**src/rtl/irt_pkg.sv**
```systemverilog
package irt_pkg;

    parameter int NUM_SLOTS   = 3;
    parameter int CLS_W       = 4;
    parameter int UNIT_W      = 3;
    parameter int ISSUE_PAIRS = 2;
    parameter int NUM_SU      = 2;

    parameter int SIMPLE_LAT  = 1;
    parameter int MUL_LAT     = 4;
    parameter int DIV_CYCLES  = 14;
    parameter int LDST_LAT    = 3;
    parameter int FPLD_LAT    = 4;
    parameter int FP_LAT      = 8;
    parameter int DMUL_LAT    = 10;
    parameter int SDIV_CYCLES = 36;
    parameter int DDIV_CYCLES = 66;

    localparam int LAT_W     = $clog2(DDIV_CYCLES + 1);
    localparam int HOLD_W    = $clog2(DDIV_CYCLES);
    localparam int SU_HOLD_W = 2;
    localparam int DIV_W     = $clog2(DIV_CYCLES);
    localparam int CNT_W     = $clog2(NUM_SLOTS + 1);

    localparam logic [CLS_W-1:0] CLS_ALU    = 4'd0;
    localparam logic [CLS_W-1:0] CLS_CRMOVE = 4'd1;
    localparam logic [CLS_W-1:0] CLS_TWO    = 4'd2;
    localparam logic [CLS_W-1:0] CLS_THREE  = 4'd3;
    localparam logic [CLS_W-1:0] CLS_MUL    = 4'd4;
    localparam logic [CLS_W-1:0] CLS_DIV    = 4'd5;
    localparam logic [CLS_W-1:0] CLS_BRANCH = 4'd6;
    localparam logic [CLS_W-1:0] CLS_LDST   = 4'd7;
    localparam logic [CLS_W-1:0] CLS_FPLOAD = 4'd8;
    localparam logic [CLS_W-1:0] CLS_FP     = 4'd9;
    localparam logic [CLS_W-1:0] CLS_DMUL   = 4'd10;
    localparam logic [CLS_W-1:0] CLS_SDIV   = 4'd11;
    localparam logic [CLS_W-1:0] CLS_DDIV   = 4'd12;

    typedef enum logic [UNIT_W-1:0] {
        U_NONE = 3'd0,
        U_SU0  = 3'd1,
        U_SU1  = 3'd2,
        U_MUL  = 3'd3,
        U_LSU  = 3'd4,
        U_FPU  = 3'd5,
        U_BRU  = 3'd6
    } unit_e;

    typedef enum logic [2:0] {
        K_SIMPLE,
        K_SU1,
        K_MUL,
        K_DIV,
        K_BRANCH,
        K_LSU,
        K_FP,
        K_BAD
    } kind_e;

    typedef struct packed {
        kind_e             kind;
        logic [LAT_W-1:0]  lat;
        logic [HOLD_W-1:0] hold;   // extra busy cycles after the issue cycle
    } op_info_t;

    function automatic op_info_t decode_class(input logic [CLS_W-1:0] cls);
        op_info_t r;
        r.kind = K_BAD;
        r.lat  = '0;
        r.hold = '0;
        case (cls)
            CLS_ALU:    begin r.kind = K_SIMPLE; r.lat = LAT_W'(SIMPLE_LAT); end
            CLS_CRMOVE: begin r.kind = K_SU1;    r.lat = LAT_W'(SIMPLE_LAT); end
            CLS_TWO:    begin r.kind = K_SIMPLE; r.lat = LAT_W'(SIMPLE_LAT); r.hold = HOLD_W'(1); end
            CLS_THREE:  begin r.kind = K_SIMPLE; r.lat = LAT_W'(SIMPLE_LAT); r.hold = HOLD_W'(2); end
            CLS_MUL:    begin r.kind = K_MUL;    r.lat = LAT_W'(MUL_LAT); end
            CLS_DIV:    begin r.kind = K_DIV;    r.lat = LAT_W'(DIV_CYCLES);
                              r.hold = HOLD_W'(DIV_CYCLES - 1); end
            CLS_BRANCH: begin r.kind = K_BRANCH; r.lat = LAT_W'(SIMPLE_LAT); end
            CLS_LDST:   begin r.kind = K_LSU;    r.lat = LAT_W'(LDST_LAT); end
            CLS_FPLOAD: begin r.kind = K_LSU;    r.lat = LAT_W'(FPLD_LAT); end
            CLS_FP:     begin r.kind = K_FP;     r.lat = LAT_W'(FP_LAT); end
            CLS_DMUL:   begin r.kind = K_FP;     r.lat = LAT_W'(DMUL_LAT); end
            CLS_SDIV:   begin r.kind = K_FP;     r.lat = LAT_W'(SDIV_CYCLES);
                              r.hold = HOLD_W'(SDIV_CYCLES - 1); end
            CLS_DDIV:   begin r.kind = K_FP;     r.lat = LAT_W'(DDIV_CYCLES);
                              r.hold = HOLD_W'(DDIV_CYCLES - 1); end
            default:    r.kind = K_BAD;
        endcase
        return r;
    endfunction

endpackage

```
**src/rtl/irt_busy_counter.sv**
```systemverilog
module irt_busy_counter #(
    parameter int W = 4
) (
    input  logic         clk,
    input  logic         rst,
    input  logic         clr,
    input  logic         load,
    input  logic [W-1:0] load_val,
    output logic         busy
);

    logic [W-1:0] cnt;

    always_ff @(posedge clk) begin
        if (rst || clr) begin
            cnt <= '0;
        end else if (load) begin
            cnt <= load_val;
        end else if (cnt != '0) begin
            cnt <= cnt - 1'b1;
        end
    end

    assign busy = (cnt != '0);

endmodule

```
**src/rtl/irt_issue_arbiter.sv**
```systemverilog
module irt_issue_arbiter
    import irt_pkg::*;
(
    input  logic [NUM_SLOTS-1:0]  valid,
    input  op_info_t              info [NUM_SLOTS],
    input  logic [NUM_SU-1:0]     su_busy,
    input  logic                  div_busy,
    input  logic                  fp_busy,
    output logic [NUM_SLOTS-1:0]  issued,
    output unit_e                 grant [NUM_SLOTS],
    output logic [NUM_SU-1:0]     su_load,
    output logic [SU_HOLD_W-1:0]  su_load_val [NUM_SU],
    output logic                  div_load,
    output logic [DIV_W-1:0]      div_load_val,
    output logic                  fp_load,
    output logic [HOLD_W-1:0]     fp_load_val
);

    always_comb begin
        int                used;
        int                free_slots;
        int                pick;
        logic [NUM_SU-1:0] su_taken;
        logic              mu_taken;
        logic              lsu_taken;
        logic              fpu_taken;
        logic              br_taken;
        logic              stop;
        logic              ok;

        issued       = '0;
        su_load      = '0;
        div_load     = 1'b0;
        div_load_val = '0;
        fp_load      = 1'b0;
        fp_load_val  = '0;
        for (int s = 0; s < NUM_SU; s++) su_load_val[s] = '0;
        for (int k = 0; k < NUM_SLOTS; k++) grant[k] = U_NONE;

        // a unit still running a multi-cycle sequence also keeps its issue slot
        free_slots = ISSUE_PAIRS;
        for (int s = 0; s < NUM_SU; s++) if (su_busy[s]) free_slots = free_slots - 1;

        su_taken  = su_busy;
        mu_taken  = 1'b0;
        lsu_taken = 1'b0;
        fpu_taken = fp_busy;
        br_taken  = 1'b0;
        stop      = 1'b0;
        used      = 0;

        for (int k = 0; k < NUM_SLOTS; k++) begin
            ok   = 1'b0;
            pick = -1;
            if (!stop && valid[k]) begin
                if (info[k].kind == K_BRANCH) begin
                    if (!br_taken) begin
                        ok       = 1'b1;
                        br_taken = 1'b1;
                        grant[k] = U_BRU;
                    end
                end else if (used < free_slots) begin
                    case (info[k].kind)
                        K_SIMPLE: begin
                            for (int s = NUM_SU - 1; s >= 0; s--)
                                if (!su_taken[s]) pick = s;
                        end
                        K_SU1: begin
                            if (!su_taken[1]) pick = 1;
                        end
                        K_MUL: begin
                            if (!mu_taken) begin
                                ok       = 1'b1;
                                mu_taken = 1'b1;
                                grant[k] = U_MUL;
                            end
                        end
                        K_DIV: begin
                            if (!mu_taken && !div_busy) begin
                                ok           = 1'b1;
                                mu_taken     = 1'b1;
                                grant[k]     = U_MUL;
                                div_load     = 1'b1;
                                div_load_val = info[k].hold[DIV_W-1:0];
                            end
                        end
                        K_LSU: begin
                            if (!lsu_taken) begin
                                ok        = 1'b1;
                                lsu_taken = 1'b1;
                                grant[k]  = U_LSU;
                            end
                        end
                        K_FP: begin
                            if (!fpu_taken) begin
                                ok        = 1'b1;
                                fpu_taken = 1'b1;
                                grant[k]  = U_FPU;
                                if (info[k].hold != '0) begin
                                    fp_load     = 1'b1;
                                    fp_load_val = info[k].hold;
                                end
                            end
                        end
                        default: ok = 1'b0;
                    endcase
                    if (pick >= 0) begin
                        ok             = 1'b1;
                        su_taken[pick] = 1'b1;
                        grant[k]       = (pick == 0) ? U_SU0 : U_SU1;
                        if (info[k].hold != '0) begin
                            su_load[pick]     = 1'b1;
                            su_load_val[pick] = info[k].hold[SU_HOLD_W-1:0];
                        end
                    end
                    if (ok) used = used + 1;
                end
            end
            if (ok) issued[k] = 1'b1;
            else    stop      = 1'b1;
        end
    end

endmodule

```
**src/rtl/issue_resource_tracker.sv**
```systemverilog
module issue_resource_tracker
    import irt_pkg::*;
(
    input  logic                        clk,
    input  logic                        rst,
    input  logic                        clr,
    input  logic [NUM_SLOTS-1:0]        in_valid,
    input  logic [NUM_SLOTS*CLS_W-1:0]  in_class,
    output logic [NUM_SLOTS-1:0]        issue_mask,
    output logic [CNT_W-1:0]            issue_count,
    output logic [NUM_SLOTS*UNIT_W-1:0] grant_unit,
    output logic [NUM_SLOTS*LAT_W-1:0]  result_lat
);

    op_info_t              info [NUM_SLOTS];
    unit_e                 grant [NUM_SLOTS];
    logic [NUM_SU-1:0]     su_busy;
    logic [NUM_SU-1:0]     su_load;
    logic [SU_HOLD_W-1:0]  su_load_val [NUM_SU];
    logic                  div_busy, div_load;
    logic [DIV_W-1:0]      div_load_val;
    logic                  fp_busy, fp_load;
    logic [HOLD_W-1:0]     fp_load_val;

    for (genvar k = 0; k < NUM_SLOTS; k++) begin : g_slot
        assign info[k] = decode_class(in_class[k*CLS_W +: CLS_W]);
        assign grant_unit[k*UNIT_W +: UNIT_W] = grant[k];
        assign result_lat[k*LAT_W +: LAT_W]   = issue_mask[k] ? info[k].lat : '0;
    end

    irt_issue_arbiter u_arb (
        .valid        (in_valid),
        .info         (info),
        .su_busy      (su_busy),
        .div_busy     (div_busy),
        .fp_busy      (fp_busy),
        .issued       (issue_mask),
        .grant        (grant),
        .su_load      (su_load),
        .su_load_val  (su_load_val),
        .div_load     (div_load),
        .div_load_val (div_load_val),
        .fp_load      (fp_load),
        .fp_load_val  (fp_load_val)
    );

    for (genvar s = 0; s < NUM_SU; s++) begin : g_su
        irt_busy_counter #(.W(SU_HOLD_W)) u_cnt (
            .clk      (clk),
            .rst      (rst),
            .clr      (clr),
            .load     (su_load[s]),
            .load_val (su_load_val[s]),
            .busy     (su_busy[s])
        );
    end

    irt_busy_counter #(.W(DIV_W)) u_div_cnt (
        .clk      (clk),
        .rst      (rst),
        .clr      (clr),
        .load     (div_load),
        .load_val (div_load_val),
        .busy     (div_busy)
    );

    irt_busy_counter #(.W(HOLD_W)) u_fp_cnt (
        .clk      (clk),
        .rst      (rst),
        .clr      (clr),
        .load     (fp_load),
        .load_val (fp_load_val),
        .busy     (fp_busy)
    );

    always_comb begin
        issue_count = '0;
        for (int k = 0; k < NUM_SLOTS; k++)
            issue_count = issue_count + CNT_W'(issue_mask[k]);
    end

endmodule

```
**config.mk**
```make
export PLATFORM = sky130hd
export DESIGN_NAME = issue_resource_tracker
export DESIGN_NICKNAME = d
export VERILOG_FILES = /design/src/rtl/irt_pkg.sv /design/src/rtl/irt_busy_counter.sv /design/src/rtl/irt_issue_arbiter.sv /design/src/rtl/issue_resource_tracker.sv
export SDC_FILE = /design/constraint.sdc
export NUM_CORES = 1
export LEC_CHECK = 0
export BUFFER_PORTS_ARGS = -buffer_cell sky130_fd_sc_hd__buf_2
export CAP_MARGIN = 20
export CORE_MARGIN = 5
export CORE_UTILIZATION = 55
export DETAILED_ROUTE_END_ITERATION = 10
export PLACE_DENSITY = 0.88
export SLEW_MARGIN = 20
export SYNTH_ARGS = -nofsm -noshare
export SYNTH_HDL_FRONTEND = slang
export SYNTH_SLANG_ARGS = --single-unit
```
**constraint.sdc**
```tcl
create_clock -name clk -period 13.05 [get_ports clk]
set_input_delay 0.6525 -clock clk [delete_from_list [all_inputs] [get_ports clk]]
set_output_delay 0.6525 -clock clk [all_outputs]
set_load 0.03 [all_outputs]
```
* After elaboration in Yosys (flattened, before gate mapping)
Cells that the tools add are included.
Word-level totals: output and inout port bits 35, register bits 15
Cells by class: multiplexer cells 262, $lt $le $gt $ge 18, equality and inequality tests 54, bitwise gates (word level) 8, reductions and logical operators 51, add/sub/neg operators 8
Operators by type and width (count):
- two-way mux 32 bit | 23
- >= comparator 32 x 1 -> 1 bit, second input constant | 6
- case mux 32 bit (2 select lines) | 3
- case mux 7 bit (8 select lines) | 3
- two-way mux 7 bit | 23
- two-way mux 4 bit | 32
- case mux 7 bit (5 select lines) | 3
- two-way mux 1 bit | 98
- >= comparator 32 x 2 -> 1 bit, second input constant | 3
- logical NOT 32 bit | 3
- less-than comparator 32 x 1 -> 1 bit, second input constant | 3
- less-than comparator 32 x 3 -> 1 bit, second input constant | 3
- inverter 32 bit | 3
- two-way mux 2 bit | 39
- less-than comparator 32 bit | 2
- case mux 3 bit (7 select lines) | 3
- == test 4 bit, second input constant | 15
- two-way mux 3 bit | 19
- == test 4 x 3 -> 1 bit, second input constant | 12
- case mux 3 bit (4 select lines) | 3
- adder 32 x 2 -> 32 bit, second input constant | 1
- less-than comparator 1 x 32 -> 1 bit, first input constant | 1
- nonzero test 7 bit | 4
- == test 3 bit, second input constant | 9
- 29 further kinds | 87

* Longest topological paths before layout
depth in word-level cells 50, gate-level depth with buffers 18, depth with buffers taken out 18

* Cells and area by module
A second synthesis with hierarchy kept.
Second synthesis, totals: cells, all modules 430, area total of the unflattened synthesis 3083.0 µm²
Modules (own cells, without submodules):
- irt_issue_arbiter | cells an instance 199, area each 1360.1 µm², seq. area each 0.0 µm², instances 1
- issue_resource_tracker | cells an instance 128, area each 820.8 µm², seq. area each 0.0 µm², instances 1
- irt_busy_counter at u_fp_cnt | cells an instance 49, area each 409.1 µm², seq. area each 140.1 µm², instances 1
- irt_busy_counter at g_su[0].u_cnt ... | cells an instance 14, area each 127.6 µm², seq. area each 40.0 µm², instances 2
- irt_busy_counter at u_div_cnt | cells an instance 26, area each 237.7 µm², seq. area each 80.1 µm², instances 1

* Least setup slack after synthesis
No wires, ideal clock.
path kind reg-to-output, start point register g_su[0].u_cnt.cnt[0], end point output result_lat[14], path buffers 0, stages on the path, launching flop included 18, path slack 7.160 ns, arrival time 5.238 ns, path through dfxtp_1 inv_1 ha_1 inv_1 ha_1 nand2b_1 o41ai_2 o22ai_2 or3_1 ha_1 and3_1 ha_1 o21ai_0 or3_1 a21oi_1 nor2_1 o21ai_2 a2111oi_0
On the way: word-level cells in the longest chain between the ends 43
RTL lines:
- from (decl) | RTL line irt_busy_counter.sv:12 | logic [W-1:0] cnt;
- from (signal assigned) | RTL line irt_busy_counter.sv:18 | cnt <= load_val;
- from (signal assigned) | RTL line irt_busy_counter.sv:20 | cnt <= cnt - 1'b1;
- nonzero test 2 bit (*) | RTL line irt_busy_counter.sv:24 | assign busy = (cnt != '0);
- two-way mux 32 bit | RTL line irt_issue_arbiter.sv:66 | if (!su_taken[s]) pick = s;
- case mux 32 bit (2 select lines) | RTL line irt_issue_arbiter.sv:63 | case (info[k].kind)
- two-way mux 32 bit | RTL line irt_issue_arbiter.sv:62 | end else if (used < free_slots) begin
- two-way mux 32 bit | RTL line irt_issue_arbiter.sv:56 | if (info[k].kind == K_BRANCH) begin
- two-way mux 32 bit | RTL line irt_issue_arbiter.sv:55 | if (!stop && valid[k]) begin
- >= comparator 32 x 1 -> 1 bit or less-than comparator 32 x 3 -> 1 bit (tied branches) | RTL line irt_issue_arbiter.sv:107, irt_issue_arbiter.sv:109
- logical AND 1 bit (not written as such) | RTL line irt_issue_arbiter.sv:109 | su_taken[pick] = 1'b1;
- [... 27 more ...]
- two-way mux 32 bit | RTL line irt_issue_arbiter.sv:55
- >= comparator 32 x 1 -> 1 bit | RTL line irt_issue_arbiter.sv:107 | if (pick >= 0) begin
- two-way mux 1 bit | RTL line irt_issue_arbiter.sv:107
- two-way mux 1 bit | RTL line irt_issue_arbiter.sv:62
- two-way mux 1 bit | RTL line irt_issue_arbiter.sv:56
- two-way mux 1 bit (*) | RTL line irt_issue_arbiter.sv:55
- two-way mux 1 bit (*) | RTL line irt_issue_arbiter.sv:119 | if (ok) issued[k] = 1'b1;
- two-way mux 7 bit (*) | RTL line issue_resource_tracker.sv:28 | assign result_lat[k*LAT_W +: LAT_W] = issue_mask[k] ? info[k].lat : '0;
- to (decl) | RTL line issue_resource_tracker.sv:12 | output logic [NUM_SLOTS*LAT_W-1:0] result_lat
Every way passes the cells marked *; elsewhere a longest branch is shown, timed or not. The select of a mux whose other input is x is not followed.

* Worst setup path in the final report
start point register g_su[0].u_cnt.cnt[0], end point output issue_count[0]
On the way: word-level cells in the longest chain between the ends 43
RTL lines:
- nonzero test 2 bit (*) | RTL line irt_busy_counter.sv:24
- two-way mux 32 bit | RTL line irt_issue_arbiter.sv:66
- case mux 32 bit (2 select lines) | RTL line irt_issue_arbiter.sv:63
- two-way mux 32 bit | RTL line irt_issue_arbiter.sv:62
- two-way mux 32 bit | RTL line irt_issue_arbiter.sv:56
- two-way mux 32 bit | RTL line irt_issue_arbiter.sv:55
- >= comparator 32 x 1 -> 1 bit or less-than comparator 32 x 3 -> 1 bit (tied branches) | RTL line irt_issue_arbiter.sv:107, irt_issue_arbiter.sv:109
- logical AND 1 bit (not written as such) | RTL line irt_issue_arbiter.sv:109
- [... 27 more ...]
- two-way mux 32 bit | RTL line irt_issue_arbiter.sv:55
- >= comparator 32 x 1 -> 1 bit | RTL line irt_issue_arbiter.sv:107
- two-way mux 1 bit | RTL line irt_issue_arbiter.sv:107
- two-way mux 1 bit | RTL line irt_issue_arbiter.sv:62
- two-way mux 1 bit | RTL line irt_issue_arbiter.sv:56
- two-way mux 1 bit | RTL line irt_issue_arbiter.sv:55
- two-way mux 1 bit | RTL line irt_issue_arbiter.sv:119
- adder 2 x 1 -> 2 bit (*) | RTL line issue_resource_tracker.sv:79 | issue_count = issue_count + CNT_W'(issue_mask[k]);
- to (decl) | RTL line issue_resource_tracker.sv:10 | output logic [CNT_W-1:0] issue_count,
Marks and branches as above.

==> flow_summary.yaml <==
synth:
  yosys.area.top_type: "dfxtp_1"
  syn_inst: 367
  syn-cell-area_um2: 2546
  synth.avg_cell_area_um2: 6.938
  async_reset_ff_frac: 0
  synth-seq-cells: 15
  ys_types: 82
  synth_flop_cell: "dfxtp_1"
  synth_top_area_frac: 0.1179
  yosys_warnings: 0
  synthTopCellsByArea: "dfxtp_1 12%, a21oi_1 6.7%, nor2_1 6.5%, ha_1 4.4%, nand2_1 4.4%"
  yosysSeqAreaShare: 0.1179
  synth_edf_count: 0
worst_setup_path:
  r2r-start: "g_su[0].u_cnt.cnt[0]"
  r2r_end: "u_fp_cnt.cnt[6]"
  crit_top_cell: "ha_1"
  crit_path_start: "g_su[0].u_cnt.cnt[0]"
  cp_num_cells: 19
  worst_path_dominant_cell_family: "adder cells"
  crit_type: "flip-flop to primary output"
  worstPathArrival_ns: 5.28
  r2r_slack_ns: 8.27
  crit_chain: "inv_1 -> ha_1 -> inv_1 -> ha_1 -> nand2b_1 -> o41ai_2 -> o22ai_2 -> or3_1 -> ha_1 -> and3_1 -> ha_1 -> o21ai_0 -> or3_1 -> a21oi_1 -> nor2_1 -> o21ai_2 -> a21oi_1 -> fa_1 -> buf_2"
  start_kind: "flip-flop"
  cp_slowest_stage_delay_ns: 0.63
  cpMaxStageDelayCell: "o41ai_2"
  endpoint_kind: "primary output"
  crit_end: "issue_count[0]"
  path_buf_inv: 3
  cp.required_ns: 12.40
  r2r_cells: 18
  critPathMaxFanout: 8
sta:
  tightest_slew_ns: 0.8194
  min_period_ns: 5.936
  period_share: 0.4549
  fin_setup_tns_ns: 0
  hold_viol: 0
  slew-limit-headroom: 0.4463
  rsz0062_at_grt: "false"
  skew_ns: 0.002194
  max_freq_mhz: 168.5
  slew_violations: 0
  setup_viol: 0
placement:
  dp.final_hpwl_um: 5858
  gp_congestion: 1.046
  port_buffers: 49
clock_tree:
  postCtsSetupBuffers: 0
  root_buffer: "clkbuf_8"
  clockBufferDepth: 2
  clock_sinks: 15
  cts_inserted_buffers: 3
  clk_pin_slew_ns: 0.06
  ctsResizeCount: 0
  cts.hold.buffers_added: 0
  cts_tree: "done"
  ctsHtreeMaxLevel: 1
  clock_latency_ns: 0.24
die:
  die-area_um2: 6090
  core.rowCount: 24
  start_util: 0.5768
  die_x_um: 78.04
  die_y_um: 78.04
  core_um2: 4414
  io_pins: 53
pwr:
  sequentialPowerShare: 0.192
  comb_power_share: 0.704
  power_density_nw_per_um2: 125.6
  intPower_mw: 0.1683
  p_sw_mw: 0.1833
  total_power_mw: 0.3516
  p_clk_frac: 0.105
  leakagePower_nw: 1.152
  peakVddDrop_v: 0.00005500
  switching_share: 0.5213
global_routing:
  grt_pass1_wl_um: 12570
  antenna_found_initial: 0
  grt_max_degree: 18
  grtUsageTotal: 0.2412
  first_global_vias: 2751
  grt_overflow: 0
cells_and_area:
  seq_area_um2: 300.3
  drive_above_1_share: 0.1995
  num_antenna_cells: 0
  multi_input_area_um2: 2064
  area_growth_pct: 9.926
  finish.utilization: 0.6341
  nets: 430
  fillCellCount: 403
hold_path:
  min_path_type: "flip-flop to flip-flop"
  min_from: "u_fp_cnt.cnt[4]"
detailed_routing:
  viasPerCell: 6.461
  drc: 0
  wl_per_cell_um: 16.44
  antenna_left: 0
  drt-initial-drc-count: 272
  vias: 2927
  first_pass_iters: 5
  drt-total-wl_um: 7449
job:
  drv_cap: 0
status:
  outcome: "completed"
cell usage in the layout (no fill, tap or decap), types with 4 or more instances in the layout:
cell type,count
a31oi_1,4
xnor2_1,7
dfxtp_1,15
nand4_1,6
o22a_1,4
a21oi_1,34
nand2_1,30
nor4_1,5
nor2b_1,11
xor2_1,5
nand2b_1,13
or3_1,5
nor2_1,44
buf_2,49
o21ai_0,14
nand3_1,13
ha_1,9
nor3_1,17
inv_1,20
registers in the layout, summed over array words and instances, names as in the netlist:
| register | count |
|---|---|
| g_su.u_cnt.cnt | 4 |
| u_fp_cnt.cnt | 7 |
| u_div_cnt.cnt | 4 |
worst min-delay path by stage:
stage | end | cells past startpoint
final | u_fp_cnt.cnt[4] | 2
after global routing | u_fp_cnt.cnt[4] | 2
after CTS | u_fp_cnt.cnt[4] | 2
after detailed placement | u_fp_cnt.cnt[4] | 2
after global placement | u_fp_cnt.cnt[4] | 2
after floorplan | u_fp_cnt.cnt[4] | 2
through the flow:
step	area [um2]	setup WS (ns)	hold slack, ns	std cells
global route	2799	6.792	0.5484	453
detailed placement	2754	7.431	0.5081	449
global placement	2754	7.650	0.4983	449
floorplan	2554	7.160	0.4793	369
finish	2799	7.114	0.5152	453
CTS	2799	7.159	0.5166	453
metal layers:
layer	global-route usage	part of all wire
met1	0.3218	0.41
met4	0.07432	0.023
met3	0.02975	0.092
met2	0.4040	0.48
met5	0	0
final cells by class:
cell class / count / area share
tap: 52 / 0.02325
sequential: 15 / 0.1073
multi-input combinational: 312 / 0.7376
clock buffer: 4 / 0.01609
inverter: 21 / 0.02816
timing repair buffer: 49 / 0.08762
cell usage after synthesis (3+ instances only):
library cell  instances
a21boi_0              3
inv_1                20
xor2_1                5
clkbuf_1             12
o21ai_0              14
a211oi_1              3
or3b_2                3
nand3_1              13
o22a_1                4
or2_1                 3
nor2b_1              11
dfxtp_1              15
nand2b_1             13
nand3b_1              3
o21a_1                3
a21oi_1              34
or2_2                 3
o22ai_1               3
buf_4                 3
a31oi_1               4
nor4_1                5
nor3_1               17
buf_2                 4
nand4_1               6
ha_1                  9
nor2_1               44
xnor2_1               7
nor3b_1               3
or3_1                 5
nand2_1              30
logic make-up (layout without fill, tap and decap cells):
| logic type | Yosys count | after routing | synth area share |
|---|---|---|---|
| compound gates | 106 | 106 | 0.3204 |
| xor+xnor | 12 | 12 | 0.04128 |
| fa+ha+maj | 10 | 10 | 0.05209 |
| buf+inv | 42 | 74 | 0.07420 |
| flops | 15 | 15 | 0.1179 |
| mux | 2 | 2 | 0.008354 |
| other cells | 1 | 3 | 0.001473 |
| simple gates | 179 | 179 | 0.3843 |
power groups by stage:
stage          logic [mW]  clock network [mW]  registers, mW
2_1_floorplan       0.202                   0         0.0658
3_3_place_gp        0.238                   0         0.0676
3_5_place_dp        0.243                   0         0.0682
4_1_cts             0.245              0.0375         0.0673
5_1_grt             0.272              0.0415         0.0694
6_report            0.247              0.0367         0.0675
worst register-to-register path, stage by stage (launching register included):
cell	delay [ns]
dfxtp_1	0.32
inv_1	0.06
ha_1	0.34
inv_1	0.09
ha_1	0.29
nand2b_1	0.31
o41ai_2	0.64
o22ai_2	0.16
or3_1	0.37
ha_1	0.18
and3_1	0.15
ha_1	0.32
o21ai_0	0.08
or3_1	0.30
a21oi_1	0.20
a2111oi_2	0.11
a2111o_1	0.51
a21oi_1	0.17
nor3b_1	0.07
(Power assumes the default switching activity.)
